## src/rtl/adc_sched_pkg.sv

```systemverilog
package adc_sched_pkg;
    localparam int TRIG_W       = 4;
    localparam int TRIG_CODES   = 2 ** TRIG_W;
    localparam int TRIG_EXT_LO  = 1;
    localparam int TRIG_LOOP0   = 13;
    localparam int TRIG_LOOP1   = 14;

    typedef enum logic [1:0] {
        ST_IDLE   = 2'd0,
        ST_SAMPLE = 2'd1,
        ST_START  = 2'd2,
        ST_WAIT   = 2'd3
    } sched_st_e;
endpackage

```

## src/rtl/adc_slot_pend.sv

```systemverilog
module adc_slot_pend
    import adc_sched_pkg::*;
#(
    parameter int N_SLOT = 16,
    parameter int CH_W   = 4,
    parameter int WIN_W  = 6,
    parameter int N_EXT  = 12,
    localparam int SLOT_W = $clog2(N_SLOT)
) (
    input  logic                           clk,
    input  logic                           rst_n,
    input  logic                           cfg_we,
    input  logic [SLOT_W-1:0]              cfg_slot,
    input  logic [TRIG_W-1:0]              cfg_trig,
    input  logic [CH_W-1:0]                cfg_chan,
    input  logic [WIN_W-1:0]               cfg_win,
    input  logic [N_SLOT-1:0]              sw_force,
    input  logic [N_EXT-1:0]               trig_ext,
    input  logic [1:0]                     loop_int,
    input  logic [N_SLOT-1:0]              grant_clr,
    input  logic [N_SLOT-1:0]              ovf_clr,
    output logic [N_SLOT-1:0][CH_W-1:0]    slot_chan,
    output logic [N_SLOT-1:0][WIN_W-1:0]   slot_win,
    output logic [N_SLOT-1:0]              pend_q,
    output logic [N_SLOT-1:0]              ovf_q
);
    logic [N_SLOT-1:0][TRIG_W-1:0] trig_q;
    logic [TRIG_CODES-1:0]         ev;
    logic [N_SLOT-1:0]             set_v;

    always_comb begin
        ev = '0;
        for (int k = 0; k < N_EXT; k++) begin
            if (TRIG_EXT_LO + k < TRIG_LOOP0) ev[TRIG_EXT_LO + k] = trig_ext[k];
        end
        ev[TRIG_LOOP0] = loop_int[0];
        ev[TRIG_LOOP1] = loop_int[1];
    end

    generate
        for (genvar i = 0; i < N_SLOT; i++) begin : g_slot
            assign set_v[i] = sw_force[i] | ev[trig_q[i]];

            always_ff @(posedge clk or negedge rst_n) begin
                if (!rst_n) begin
                    trig_q[i]    <= '0;
                    slot_chan[i] <= '0;
                    slot_win[i]  <= '0;
                end else if (cfg_we && cfg_slot == SLOT_W'(i)) begin
                    trig_q[i]    <= cfg_trig;
                    slot_chan[i] <= cfg_chan;
                    slot_win[i]  <= cfg_win;
                end
            end
        end
    endgenerate

    always_ff @(posedge clk or negedge rst_n) begin
        if (!rst_n) begin
            pend_q <= '0;
            ovf_q  <= '0;
        end else begin
            pend_q <= (pend_q & ~grant_clr) | set_v;
            ovf_q  <= (ovf_q & ~ovf_clr) | (set_v & pend_q & ~grant_clr);
        end
    end


    ovf_set_chk: assert property (@(posedge clk) disable iff (!rst_n)
        (|(set_v & pend_q & ~grant_clr)) |=> (|ovf_q));


    pend_set_chk: assert property (@(posedge clk) disable iff (!rst_n)
        (|set_v) |=> (|pend_q));
endmodule

```

## src/rtl/adc_rr_pick.sv

```systemverilog
module adc_rr_pick #(
    parameter int N_SLOT = 16,
    localparam int SLOT_W = $clog2(N_SLOT)
) (
    input  logic [N_SLOT-1:0] pend,
    input  logic [SLOT_W-1:0] last,
    output logic              any,
    output logic [SLOT_W-1:0] pick
);
    logic [SLOT_W-1:0] idx_v;
    logic              found;

    always_comb begin
        pick  = '0;
        found = 1'b0;
        idx_v = '0;
        any   = |pend;
        for (int k = 1; k <= N_SLOT; k++) begin
            idx_v = SLOT_W'((int'(last) + k) % N_SLOT);
            if (!found && pend[idx_v]) begin
                pick  = idx_v;
                found = 1'b1;
            end
        end
    end


    always_comb begin
        pick_pend_chk: assert (!any || pend[pick]);
    end
endmodule

```

## src/rtl/adc_conv_ctrl.sv

```systemverilog
module adc_conv_ctrl
    import adc_sched_pkg::*;
#(
    parameter int N_SLOT = 16,
    parameter int CH_W   = 4,
    parameter int WIN_W  = 6,
    parameter int CODE_W = 12,
    localparam int SLOT_W = $clog2(N_SLOT),
    localparam int N_PAIR = N_SLOT / 2
) (
    input  logic                          clk,
    input  logic                          rst_n,
    input  logic                          any_pend,
    input  logic [SLOT_W-1:0]             pick,
    input  logic [N_SLOT-1:0][CH_W-1:0]   slot_chan,
    input  logic [N_SLOT-1:0][WIN_W-1:0]  slot_win,
    input  logic [N_PAIR-1:0]             simul_mask,
    output logic [N_SLOT-1:0]             grant_clr,
    output logic [SLOT_W-1:0]             last_slot,
    input  logic                          cv_valid,
    input  logic [CODE_W-1:0]             cv_code,
    output logic                          sh_sample,
    output logic                          sh_dual,
    output logic [CH_W-1:0]               sh_ch_a,
    output logic [CH_W-1:0]               sh_ch_b,
    output logic                          cv_start,
    output logic [CH_W-1:0]               cv_chan,
    output logic                          busy,
    output logic [N_SLOT-1:0]             done_vec,
    input  logic [SLOT_W-1:0]             rd_idx,
    output logic [CODE_W-1:0]             rd_data
);
    sched_st_e          state_q, state_d;
    logic [SLOT_W-1:0]  cur_q;
    logic [CH_W-1:0]    chan_q;
    logic [WIN_W-1:0]   win_q;
    logic [WIN_W-1:0]   cnt_q;
    logic               dual_q;
    logic               path_b_q;
    logic [SLOT_W-1:0]  res_idx;
    logic               grant;
    logic               pick_dual;
    logic [CODE_W-1:0]  res_q [N_SLOT];

    assign grant     = (state_q == ST_IDLE) && any_pend;
    assign pick_dual = simul_mask[pick[SLOT_W-1:1]];
    assign res_idx   = dual_q ? {cur_q[SLOT_W-1:1], path_b_q} : cur_q;

    // state register
    always_ff @(posedge clk or negedge rst_n) begin
        if (!rst_n) state_q <= ST_IDLE;
        else        state_q <= state_d;
    end

    // next state
    always_comb begin
        state_d = state_q;
        unique case (state_q)
            ST_IDLE:   if (any_pend) state_d = ST_SAMPLE;
            ST_SAMPLE: if (cnt_q == win_q) state_d = ST_START;
            ST_START:  state_d = ST_WAIT;
            ST_WAIT: begin
                if (cv_valid) state_d = (dual_q && !path_b_q) ? ST_START : ST_IDLE;
            end
            default:   state_d = ST_IDLE;
        endcase
    end

    // datapath registers
    always_ff @(posedge clk or negedge rst_n) begin
        if (!rst_n) begin
            cur_q     <= '0;
            chan_q    <= '0;
            win_q     <= '0;
            cnt_q     <= '0;
            dual_q    <= 1'b0;
            path_b_q  <= 1'b0;
            last_slot <= SLOT_W'(N_SLOT - 1);
            done_vec  <= '0;
            for (int i = 0; i < N_SLOT; i++) res_q[i] <= '0;
        end else begin
            done_vec <= '0;
            unique case (state_q)
                ST_IDLE: begin
                    if (any_pend) begin
                        cur_q    <= pick;
                        chan_q   <= slot_chan[pick];
                        win_q    <= slot_win[pick];
                        dual_q   <= pick_dual;
                        path_b_q <= 1'b0;
                        cnt_q    <= '0;
                    end
                end
                ST_SAMPLE: cnt_q <= cnt_q + 1'b1;
                ST_START:  ;
                ST_WAIT: begin
                    if (cv_valid) begin
                        res_q[res_idx]    <= cv_code;
                        done_vec[res_idx] <= 1'b1;
                        if (dual_q && !path_b_q) path_b_q <= 1'b1;
                        else                     last_slot <= res_idx;
                    end
                end
                default: ;
            endcase
        end
    end

    // outputs
    always_comb begin
        grant_clr = '0;
        if (grant) begin
            if (pick_dual) begin
                grant_clr[{pick[SLOT_W-1:1], 1'b0}] = 1'b1;
                grant_clr[{pick[SLOT_W-1:1], 1'b1}] = 1'b1;
            end else begin
                grant_clr[pick] = 1'b1;
            end
        end
        sh_sample = (state_q == ST_SAMPLE);
        sh_dual   = sh_sample && dual_q;
        sh_ch_a   = dual_q ? {1'b0, chan_q[CH_W-2:0]} : chan_q;
        sh_ch_b   = {1'b1, chan_q[CH_W-2:0]};
        cv_start  = (state_q == ST_START);
        cv_chan   = dual_q ? {path_b_q, chan_q[CH_W-2:0]} : chan_q;
        busy      = (state_q != ST_IDLE);
        rd_data   = res_q[rd_idx];
    end

    logic [WIN_W:0] len_q;
    always_ff @(posedge clk or negedge rst_n) begin
        if (!rst_n)         len_q <= '0;
        else if (sh_sample) len_q <= len_q + 1'b1;
        else                len_q <= '0;
    end


    sample_len_chk: assert property (@(posedge clk) disable iff (!rst_n)
        $fell(sh_sample) |-> (len_q == {1'b0, win_q} + 1'b1));


    start_pulse_chk: assert property (@(posedge clk) disable iff (!rst_n)
        cv_start |=> !cv_start);


    done_onehot_chk: assert property (@(posedge clk) disable iff (!rst_n)
        $onehot0(done_vec));
endmodule

```

## src/rtl/adc_irq_lines.sv

```systemverilog
module adc_irq_lines #(
    parameter int N_SLOT = 16,
    parameter int N_IRQ  = 9,
    localparam int SLOT_W = $clog2(N_SLOT)
) (
    input  logic                      clk,
    input  logic                      rst_n,
    input  logic [N_SLOT-1:0]         done_vec,
    input  logic [N_IRQ-1:0]          int_en,
    input  logic [N_IRQ-1:0]          int_cont,
    input  logic [N_IRQ*SLOT_W-1:0]   int_src,
    input  logic [N_IRQ-1:0]          int_clr,
    output logic [N_IRQ-1:0]          int_pulse,
    output logic [N_IRQ-1:0]          int_flag
);
    generate
        for (genvar j = 0; j < N_IRQ; j++) begin : g_line
            logic fire;
            assign fire = int_en[j] && done_vec[int_src[j*SLOT_W +: SLOT_W]]
                          && (!int_flag[j] || int_cont[j]);

            always_ff @(posedge clk or negedge rst_n) begin
                if (!rst_n) begin
                    int_pulse[j] <= 1'b0;
                    int_flag[j]  <= 1'b0;
                end else begin
                    int_pulse[j] <= fire;
                    int_flag[j]  <= (int_flag[j] && !int_clr[j]) || fire;
                end
            end


            flag_after_pulse_chk: assert property (@(posedge clk) disable iff (!rst_n)
                int_pulse[j] |-> int_flag[j]);


            quiet_flag_chk: assert property (@(posedge clk) disable iff (!rst_n)
                (int_flag[j] && !int_cont[j]) |=> !int_pulse[j]);
        end
    endgenerate
endmodule

```

## src/rtl/adc_soc_sched.sv

```systemverilog
module adc_soc_sched
    import adc_sched_pkg::*;
#(
    parameter int N_SLOT = 16,
    parameter int CH_W   = 4,
    parameter int WIN_W  = 6,
    parameter int CODE_W = 12,
    parameter int N_EXT  = 12,
    parameter int N_IRQ  = 9,
    localparam int SLOT_W = $clog2(N_SLOT),
    localparam int N_PAIR = N_SLOT / 2
) (
    input  logic                     clk,
    input  logic                     rst_n,
    input  logic                     cfg_we,
    input  logic [SLOT_W-1:0]        cfg_slot,
    input  logic [TRIG_W-1:0]        cfg_trig,
    input  logic [CH_W-1:0]          cfg_chan,
    input  logic [WIN_W-1:0]         cfg_win,
    input  logic [N_PAIR-1:0]        simul_mask,
    input  logic [N_SLOT-1:0]        sw_force,
    input  logic [N_EXT-1:0]         trig_ext,
    input  logic [N_SLOT-1:0]        ovf_clr,
    input  logic [N_IRQ-1:0]         int_en,
    input  logic [N_IRQ-1:0]         int_cont,
    input  logic [N_IRQ*SLOT_W-1:0]  int_src,
    input  logic [N_IRQ-1:0]         int_clr,
    output logic                     sh_sample,
    output logic                     sh_dual,
    output logic [CH_W-1:0]          sh_ch_a,
    output logic [CH_W-1:0]          sh_ch_b,
    output logic                     cv_start,
    output logic [CH_W-1:0]          cv_chan,
    input  logic                     cv_valid,
    input  logic [CODE_W-1:0]        cv_code,
    input  logic [SLOT_W-1:0]        rd_idx,
    output logic [CODE_W-1:0]        rd_data,
    output logic [N_SLOT-1:0]        pend,
    output logic [N_SLOT-1:0]        ovf_flag,
    output logic                     sched_busy,
    output logic [N_IRQ-1:0]         int_pulse,
    output logic [N_IRQ-1:0]         int_flag
);
    logic [N_SLOT-1:0][CH_W-1:0]  slot_chan;
    logic [N_SLOT-1:0][WIN_W-1:0] slot_win;
    logic [N_SLOT-1:0]            grant_clr;
    logic [N_SLOT-1:0]            done_vec;
    logic [SLOT_W-1:0]            last_slot;
    logic [SLOT_W-1:0]            pick;
    logic                         any_pend;

    adc_slot_pend #(.N_SLOT(N_SLOT), .CH_W(CH_W), .WIN_W(WIN_W), .N_EXT(N_EXT)) u_pend (
        .clk(clk), .rst_n(rst_n),
        .cfg_we(cfg_we), .cfg_slot(cfg_slot), .cfg_trig(cfg_trig),
        .cfg_chan(cfg_chan), .cfg_win(cfg_win),
        .sw_force(sw_force), .trig_ext(trig_ext), .loop_int(int_pulse[1:0]),
        .grant_clr(grant_clr), .ovf_clr(ovf_clr),
        .slot_chan(slot_chan), .slot_win(slot_win),
        .pend_q(pend), .ovf_q(ovf_flag)
    );

    adc_rr_pick #(.N_SLOT(N_SLOT)) u_pick (
        .pend(pend), .last(last_slot), .any(any_pend), .pick(pick)
    );

    adc_conv_ctrl #(.N_SLOT(N_SLOT), .CH_W(CH_W), .WIN_W(WIN_W), .CODE_W(CODE_W)) u_ctrl (
        .clk(clk), .rst_n(rst_n),
        .any_pend(any_pend), .pick(pick),
        .slot_chan(slot_chan), .slot_win(slot_win), .simul_mask(simul_mask),
        .grant_clr(grant_clr), .last_slot(last_slot),
        .cv_valid(cv_valid), .cv_code(cv_code),
        .sh_sample(sh_sample), .sh_dual(sh_dual), .sh_ch_a(sh_ch_a), .sh_ch_b(sh_ch_b),
        .cv_start(cv_start), .cv_chan(cv_chan), .busy(sched_busy),
        .done_vec(done_vec), .rd_idx(rd_idx), .rd_data(rd_data)
    );

    adc_irq_lines #(.N_SLOT(N_SLOT), .N_IRQ(N_IRQ)) u_irq (
        .clk(clk), .rst_n(rst_n), .done_vec(done_vec),
        .int_en(int_en), .int_cont(int_cont), .int_src(int_src), .int_clr(int_clr),
        .int_pulse(int_pulse), .int_flag(int_flag)
    );


    loop_trig_chk: assert property (@(posedge clk) disable iff (!rst_n)
        int_pulse[0] |-> $past(int_en[0]));
endmodule

```

## config.mk

```make
export PLATFORM = sky130hd
export DESIGN_NAME = adc_soc_sched
export DESIGN_NICKNAME = d
export VERILOG_FILES = /design/src/rtl/adc_sched_pkg.sv /design/src/rtl/adc_slot_pend.sv /design/src/rtl/adc_rr_pick.sv /design/src/rtl/adc_conv_ctrl.sv /design/src/rtl/adc_irq_lines.sv /design/src/rtl/adc_soc_sched.sv
export SDC_FILE = /design/constraint.sdc
export NUM_CORES = 1
export LEC_CHECK = 0
export ABC_AREA = 1
export BUFFER_PORTS_ARGS = -buffer_cell sky130_fd_sc_hd__clkbuf_2
export CAP_MARGIN = 20
export CELL_PAD_IN_SITES_DETAIL_PLACEMENT = 0
export CELL_PAD_IN_SITES_GLOBAL_PLACEMENT = 1
export CORE_MARGIN = 2
export CORE_UTILIZATION = 39
export DETAILED_ROUTE_END_ITERATION = 16
export PLACE_DENSITY = 0.8
export SYNTH_ARGS = -nofsm -noshare
export SYNTH_HDL_FRONTEND = slang
export SYNTH_SLANG_ARGS = --single-unit
```

## constraint.sdc

```tcl
create_clock -name clk -period 6.7 [get_ports clk]
set_clock_uncertainty 0.15 [all_clocks]
set_input_delay 0.67 -clock clk [delete_from_list [all_inputs] [get_ports clk]]
set_output_delay 0.67 -clock clk [all_outputs]
set_load 0.03 [all_outputs]
```

==> flow_summary.yaml, run 1 <==
run_status:
  status: "complete, but fails checks"
  violations: "hold timing"
routing:
  viasPerCell: 5.23
  vias: 25000
  first_iter_violations: 2450
  wl_per_cell_um: 18.1
  ant_nets: 0
  wl_um: 86700
  dr.pass1.iters: 5
  remaining_drc_errors: 0
clocking:
  clock_latency_ns: 0.65
  cts_resized: 0
  cts_made_buffers: 56
  holdBufCountCts: 0
  post_cts_buffers: 0
  cts.path.max_buffers: 3
  cts_tree: "yes"
  htree_levels: 2
  cts_sinks: 510
  clockRootBuffer: "clkbuf_16"
  clk_pin_slew_worst_paths_ns: 0.06
timing:
  slew_violations: 0
  setup_slack_ns: 0.985
  layout_min_cycle_time_ns: 5.72
  hold_violations: 13
  whs_ns: -0.0343
  setup_violations: 0
  setup_tns_ns: 0
  max_slew_margin_pct: 25.1
  fin_crit_sh_pct: 85.3
  fmax_mhz: 175
  grt_setup_unrepaired: "false"
  worst_pin_slew_ns: 1.12
finish:
  drive_above_1_share_pct: 10.2
  nets: 3963
  stdcell_count: 4786
  syn2layout_area_growth_pct: 13.7
  fillers: 7198
grt:
  grt_overflow_total: 0
  antenna_found_initial: 1
  grt_usage_pct: 23.7
  grt_pass1_wl_um: 137000
  first_global_vias: 23800
  grt_start_max_net_pins: 155
floorplanning:
  fp-row-count: 97
  pin_count: 231
  die_h_um: 270
  die-area_mm2: 0.0727
  dieWidth_um: 270
  core_mm2: 0.0699
  initial_core_util_pct: 39.4
critical_path:
  critical_path.slowest_cell: "dfstp_2"
  cp.depth: 27
  slowest_delay_ns: 0.76
  crit_path_start_kind: "flop"
  reg2reg_to: "u_ctrl.win_q[3]"
  critPathRequiredTime_ns: 7.09
  r2r-start: "u_ctrl.last_slot[0]"
  cpLargestDelayFamily: "simple AND/OR/NAND/NOR gates"
  cp.arrival_ns: 6.11
  r2r_cells: 27
  cpMostUsedCell: "nand2_1"
  worstSetupPathType: "flop to flop"
  r2r_slack_ns: 0.98
  cp_num_buf_inv: 3
  crit_fanout: 54
  cp-end-kind: "flop"
pwr:
  power_density_mw_per_mm2: 490
  p_sw_mw: 7.13
  power.combinational.fraction_pct: 48.5
  power.share.clock_pct: 22.1
  swShare_pct: 46.5
  seqPwrFrac_pct: 29.4
  p_int_mw: 8.19
  peakVddDrop_v: 0.000692
  power_leakage_nw: 15.2
synth:
  yosysMostFrequentCell: "nand2_1"
  synthMuxAreaShare_pct: 1.75
  synth-main-ff-cell: "dfrtp_1"
  netlist.area_leader.share_pct: 46.0
  synth_simple_gate_area_share_pct: 21.7
  synth_nets: 3861
  synth-edff-count: 0
  synth.ff_latch_count: 510
  synthDistinctLibCells: 56
  synthAdderAreaFrac_pct: 0.409
  synth-seq-area-share_pct: 46.4
  ys_warn_count: 0
  synth_area_leaders: "dfrtp_1 (46%), nand2_1 (14%), o21ai_0 (13%), inv_1 (4.5%), a21oi_1 (3.7%)"
  synth_compound_area_share_pct: 21.2
  synthCells: 3699
  synth_commonest_cells: "nand2_1 (1050), o21ai_0 (710), dfrtp_1 (506), inv_1 (333), a21oi_1 (202)"
  synth_top_family_by_area: "simple AND/OR/NAND/NOR gates"
  syn_avg_cell_area_um2: 7.44
  syn_area_mm2: 0.0275
  yosys.area.top_type: "dfrtp_1"
  synth-xor-area-share_pct: 0.414
  synth-async-reset-ratio_pct: 100
placed_design:
  gp_congestion: 0.889
  hpwl_um: 56600
  dp_slack_ns: 1.13
  dpl.cell_count: 4680
  io_buffers: 229
run:
  max_cap_viol_count: 0
hold_path:
  hold_class: "input pin to async pin"
metal layers:
metal / global-route usage (%) / wire length (um)
met5: 0 / 0
met4: 7.50 / 2580
met3: 3.32 / 4750
met2: 38.2 / 39300
met1: 33.0 / 40100
state kept, by name, summed over array words and instances (netlist names):
register and flops:
u_ctrl.dual_q 1, u_ctrl.cur_q 4, u_pend.ovf_q 16, u_pend.slot_win 96, u_pend.slot_chan 64, u_ctrl.cnt_q 6, u_ctrl.path_b_q 1, u_ctrl.state_q 2
u_pend.trig_q 64, u_ctrl.win_q 6, u_ctrl.res_q 192, u_irq.int_pulse 9, u_ctrl.chan_q 4, u_ctrl.done_vec 16, u_pend.pend_q 16, u_ctrl.last_slot 4
u_irq.int_flag 9
how the worst max path moves through the flow:
stage / from / end / slack, ns
3_5_place_dp: u_ctrl.last_slot[0] / u_ctrl.win_q[3] / 1.13
6_report: u_ctrl.last_slot[0] / u_ctrl.win_q[3] / 0.98
2_1_floorplan: u_ctrl.last_slot[1] / u_pend.pend_q[7] / 2.65
4_1_cts: u_ctrl.last_slot[0] / u_ctrl.win_q[3] / 1.04
3_3_place_gp: u_ctrl.last_slot[0] / u_ctrl.chan_q[0] / 1.20
5_1_grt: u_ctrl.last_slot[0] / u_ctrl.win_q[5] / 0.41
power groups by stage:
stage	registers (mW)	clock network (mW)	logic, mW
after global routing	4.61	3.58	8.42
after CTS	4.49	3.44	7.44
after detailed placement	4.54	0	7.40
after floorplan	4.44	0	5.55
final	4.51	3.39	7.43
after global placement	4.52	0	7.40
per-stage QoR:
| step | power [mW] | util [%] | area (um^2) |
|---|---|---|---|
| global route | 16.6 | 44.8 | 31300 |
| global placement | 11.9 | 41.8 | 29200 |
| detailed placement | 11.9 | 41.8 | 29200 |
| CTS | 15.4 | 44.7 | 31200 |
| finish | 15.3 | 44.8 | 31300 |
| floorplan | 9.99 | - | 27500 |
placed cells by master, fill, tap and decap left out, types with 56 or more instances in the layout:
master / netlist / final
o21ai_0: 710 / 710
nand3_1: 197 / 197
nand2_1: 1050 / 1050
inv_1: 333 / 332
o211ai_1: 72 / 72
dfrtp_1: 506 / 506
a21oi_1: 202 / 202
clkbuf_16: 0 / 56
nor2_1: 159 / 157
clkbuf_2: 0 / 227
final cells by class:
type | instances | area (um^2) | share of cell area [%]
Tap cell | 940 | 1180 | 3.76
Clock buffer | 84 | 1670 | 5.33
Timing Repair Buffer | 261 | 1470 | 4.70
Sequential cell | 510 | 12800 | 40.8
Clock inverter | 18 | 379 | 1.21
Inverter | 348 | 1310 | 4.18
Multi-Input combinational cell | 2624 | 12500 | 40.0
Antenna cell | 1 | 2.50 | 0.00800
logic make-up (layout without fill, tap and decap cells):
| logic type | after synthesis | count (layout) |
|---|---|---|
| adders and majority gates | 9 | 9 |
| AOI/OAI and AO/OA | 1092 | 1092 |
| other | 1 | 2 |
| DFF | 510 | 510 |
| buffers and inverters | 565 | 711 |
| muxes | 48 | 48 |
| xor gates and xnor gates | 10 | 10 |
| and+or+nand+nor | 1464 | 1464 |
(Power assumes the default switching activity.)
==> run 2: changes to the inputs <==
- GPL_TIMING_DRIVEN: unset -> 0
==> run 2 against run 1 <==
Effect of this change:
- the flow now finishes without violations
- largest power group unchanged
- combinational power is 14% higher
- core utilization is 0.84 points higher
- wire length is 13% higher
- highest routed layer unchanged
- critical endpoint is now u_ctrl.chan_q[3]
- clock power is 5% lower
==> flow_summary.yaml, run 2 (synthesis gave the netlist of run 1 again) <==
critical_path:
  crit_fanout: 13
  critPathRequiredTime_ns: 7.10
  worstSetupPathType: "flop to flop"
  cp-end-kind: "flop"
  crit_path_start_kind: "flop"
  critical_path.slowest_cell: "dfstp_2"
  slowest_delay_ns: 0.64
  cpMostUsedCell: "nand2_1"
  cp.arrival_ns: 5.81
grt:
  grt_pass1_wl_um: 149000
  first_global_vias: 25200
  grt_start_max_net_pins: 117
  grt_overflow_total: 0
  antenna_found_initial: 2
  grt_usage_pct: 26.3
timing:
  setup_tns_ns: 0
  worst_pin_slew_ns: 1.02
  layout_min_cycle_time_ns: 5.41
  whs_ns: 0.0936
  setup_violations: 0
  fin_crit_sh_pct: 80.7
  fmax_mhz: 185
  setup_slack_ns: 1.29
  hold_violations: 0
  slew_violations: 0
  max_slew_margin_pct: 31.8
  grt_setup_unrepaired: "false"
pwr:
  p_int_mw: 8.26
  peakVddDrop_v: 0.000347
  power_leakage_nw: 15.4
  swShare_pct: 48.7
  power_density_mw_per_mm2: 505
  p_sw_mw: 7.84
  seqPwrFrac_pct: 27.6
  power.share.clock_pct: 20.0
  power.combinational.fraction_pct: 52.4
clocking:
  cts_made_buffers: 56
  clock_latency_ns: 0.63
  htree_levels: 2
  cts_resized: 0
  clk_pin_slew_worst_paths_ns: 0.06
  cts_sinks: 510
  cts_tree: "yes"
  clockRootBuffer: "clkbuf_16"
  cts.path.max_buffers: 3
routing:
  ant_nets: 0
  wl_per_cell_um: 19.6
  wl_um: 97700
  first_iter_violations: 2527
  vias: 26800
  remaining_drc_errors: 0
  dr.pass1.iters: 6
  viasPerCell: 5.40
placed_design:
  io_buffers: 223
  dpl.cell_count: 4868
  hpwl_um: 72200
  gp_congestion: 0.925
  dp_slack_ns: 1.35
finish:
  stdcell_count: 4972
  nets: 4149
  largest_register_ffs: 192
  syn2layout_area_growth_pct: 15.8
  drive_above_1_share_pct: 9.88
  final_cell_mix: "nand2_1 (1050), o21ai_0 (710), dfrtp_1 (506)"
  final_common_cell: "nand2_1"
  top_register: "u_ctrl.res_q"
  top_regs: "u_ctrl.res_q x192, u_pend.slot_win x96"
floorplanning:
  dieWidth_um: 270
  fp-row-count: 97
  die_h_um: 270
  pin_count: 231
  die-area_mm2: 0.0727
  core_mm2: 0.0699
  initial_core_util_pct: 39.4
run_status:
  status: "finished clean"
hold_path:
  hold_class: "input pin to flop"
run:
  max_cap_viol_count: 0
-- run 2: cell types whose count changed in the layout (fill, tap and decap cells not counted), moves of 4 or more --
cell | previous run | this run
buf_1 | 0 | 12
buf_12 | 4 | 0
buf_16 | 0 | 5
buf_2 | 0 | 18
buf_4 | 26 | 20
buf_6 | 0 | 4
buf_8 | 4 | 0
bufinv_16 | 9 | 4
clkbuf_1 | 12 | 176
clkbuf_2 | 227 | 222
-- run 2: area by class of cell --
type,count,area (um^2)
Clock buffer,84,1670
Sequential cell,510,12800
Fill cell,7178,38000
Antenna cell,2,5.00
Inverter,348,1310
Buffer,217,938
Tap cell,940,1180
Timing Repair Buffer,230,1280
Multi-Input combinational cell,2624,12500
Clock inverter,17,230
-- run 2: power by group through the flow --
stage	clock network [mW]	registers, mW	logic [mW]
CTS	3.25	4.43	8.36
global route	3.38	4.54	9.32
detailed placement	0	4.48	8.33
floorplan	0	4.44	5.55
finish	3.22	4.44	8.44
global placement	0	4.47	8.29
-- run 2: metrics by stage --
step / power, mW / instance area, um^2 / utilization, %
2_1_floorplan: 9.99 / 27500 / -
3_3_place_gp: 12.8 / 29800 / 42.6
3_5_place_dp: 12.8 / 30000 / 42.9
4_1_cts: 16.0 / 31900 / 45.6
5_1_grt: 17.2 / 31900 / 45.6
6_report: 16.1 / 31900 / 45.6
-- run 2: worst paths after layout --
path / depth (start not counted) / end / slack, ns / start
min in group asynchronous: 2 / u_pend.slot_win[79] / 0.44 / rst_n
worst max register to register: 29 / u_ctrl.chan_q[3] / 1.29 / u_ctrl.last_slot[1]
max in group asynchronous: 5 / u_pend.ovf_q[7] / 4.33 / rst_n
worst min-delay path: 2 / u_irq.int_flag[7] / 0.09 / int_clr[7]
worst min register to register: 2 / u_ctrl.res_q[43] / 0.33 / u_ctrl.res_q[43]
worst max-delay path: 29 / u_ctrl.chan_q[3] / 1.29 / u_ctrl.last_slot[1]
-- run 2: routing by layer --
layer  vias up  track usage, %  share of wire (%)
li1      12800               -                  -
met1     12800            36.3                 44
met2       981            42.2                 46
met3       187            3.78                6.8
met4         0            9.39                3.4
met5         -               0                  0
-- run 2: repair_timing --
action                    in CTS  in global routing
buffers inserted               0                  0
hold buffers                   1                  0
hold endpoints to repair      62                  0
-- run 2: critical path, delay by kind of cell (launching register included) --
| family | cells | cell delay, ns |
|---|---|---|
| buf+inv | 7 | 1.49 |
| compound gates | 2 | 0.62 |
| fa+ha+maj | 1 | 0.38 |
| flops | 1 | 0.64 |
| simple gates | 19 | 2.04 |
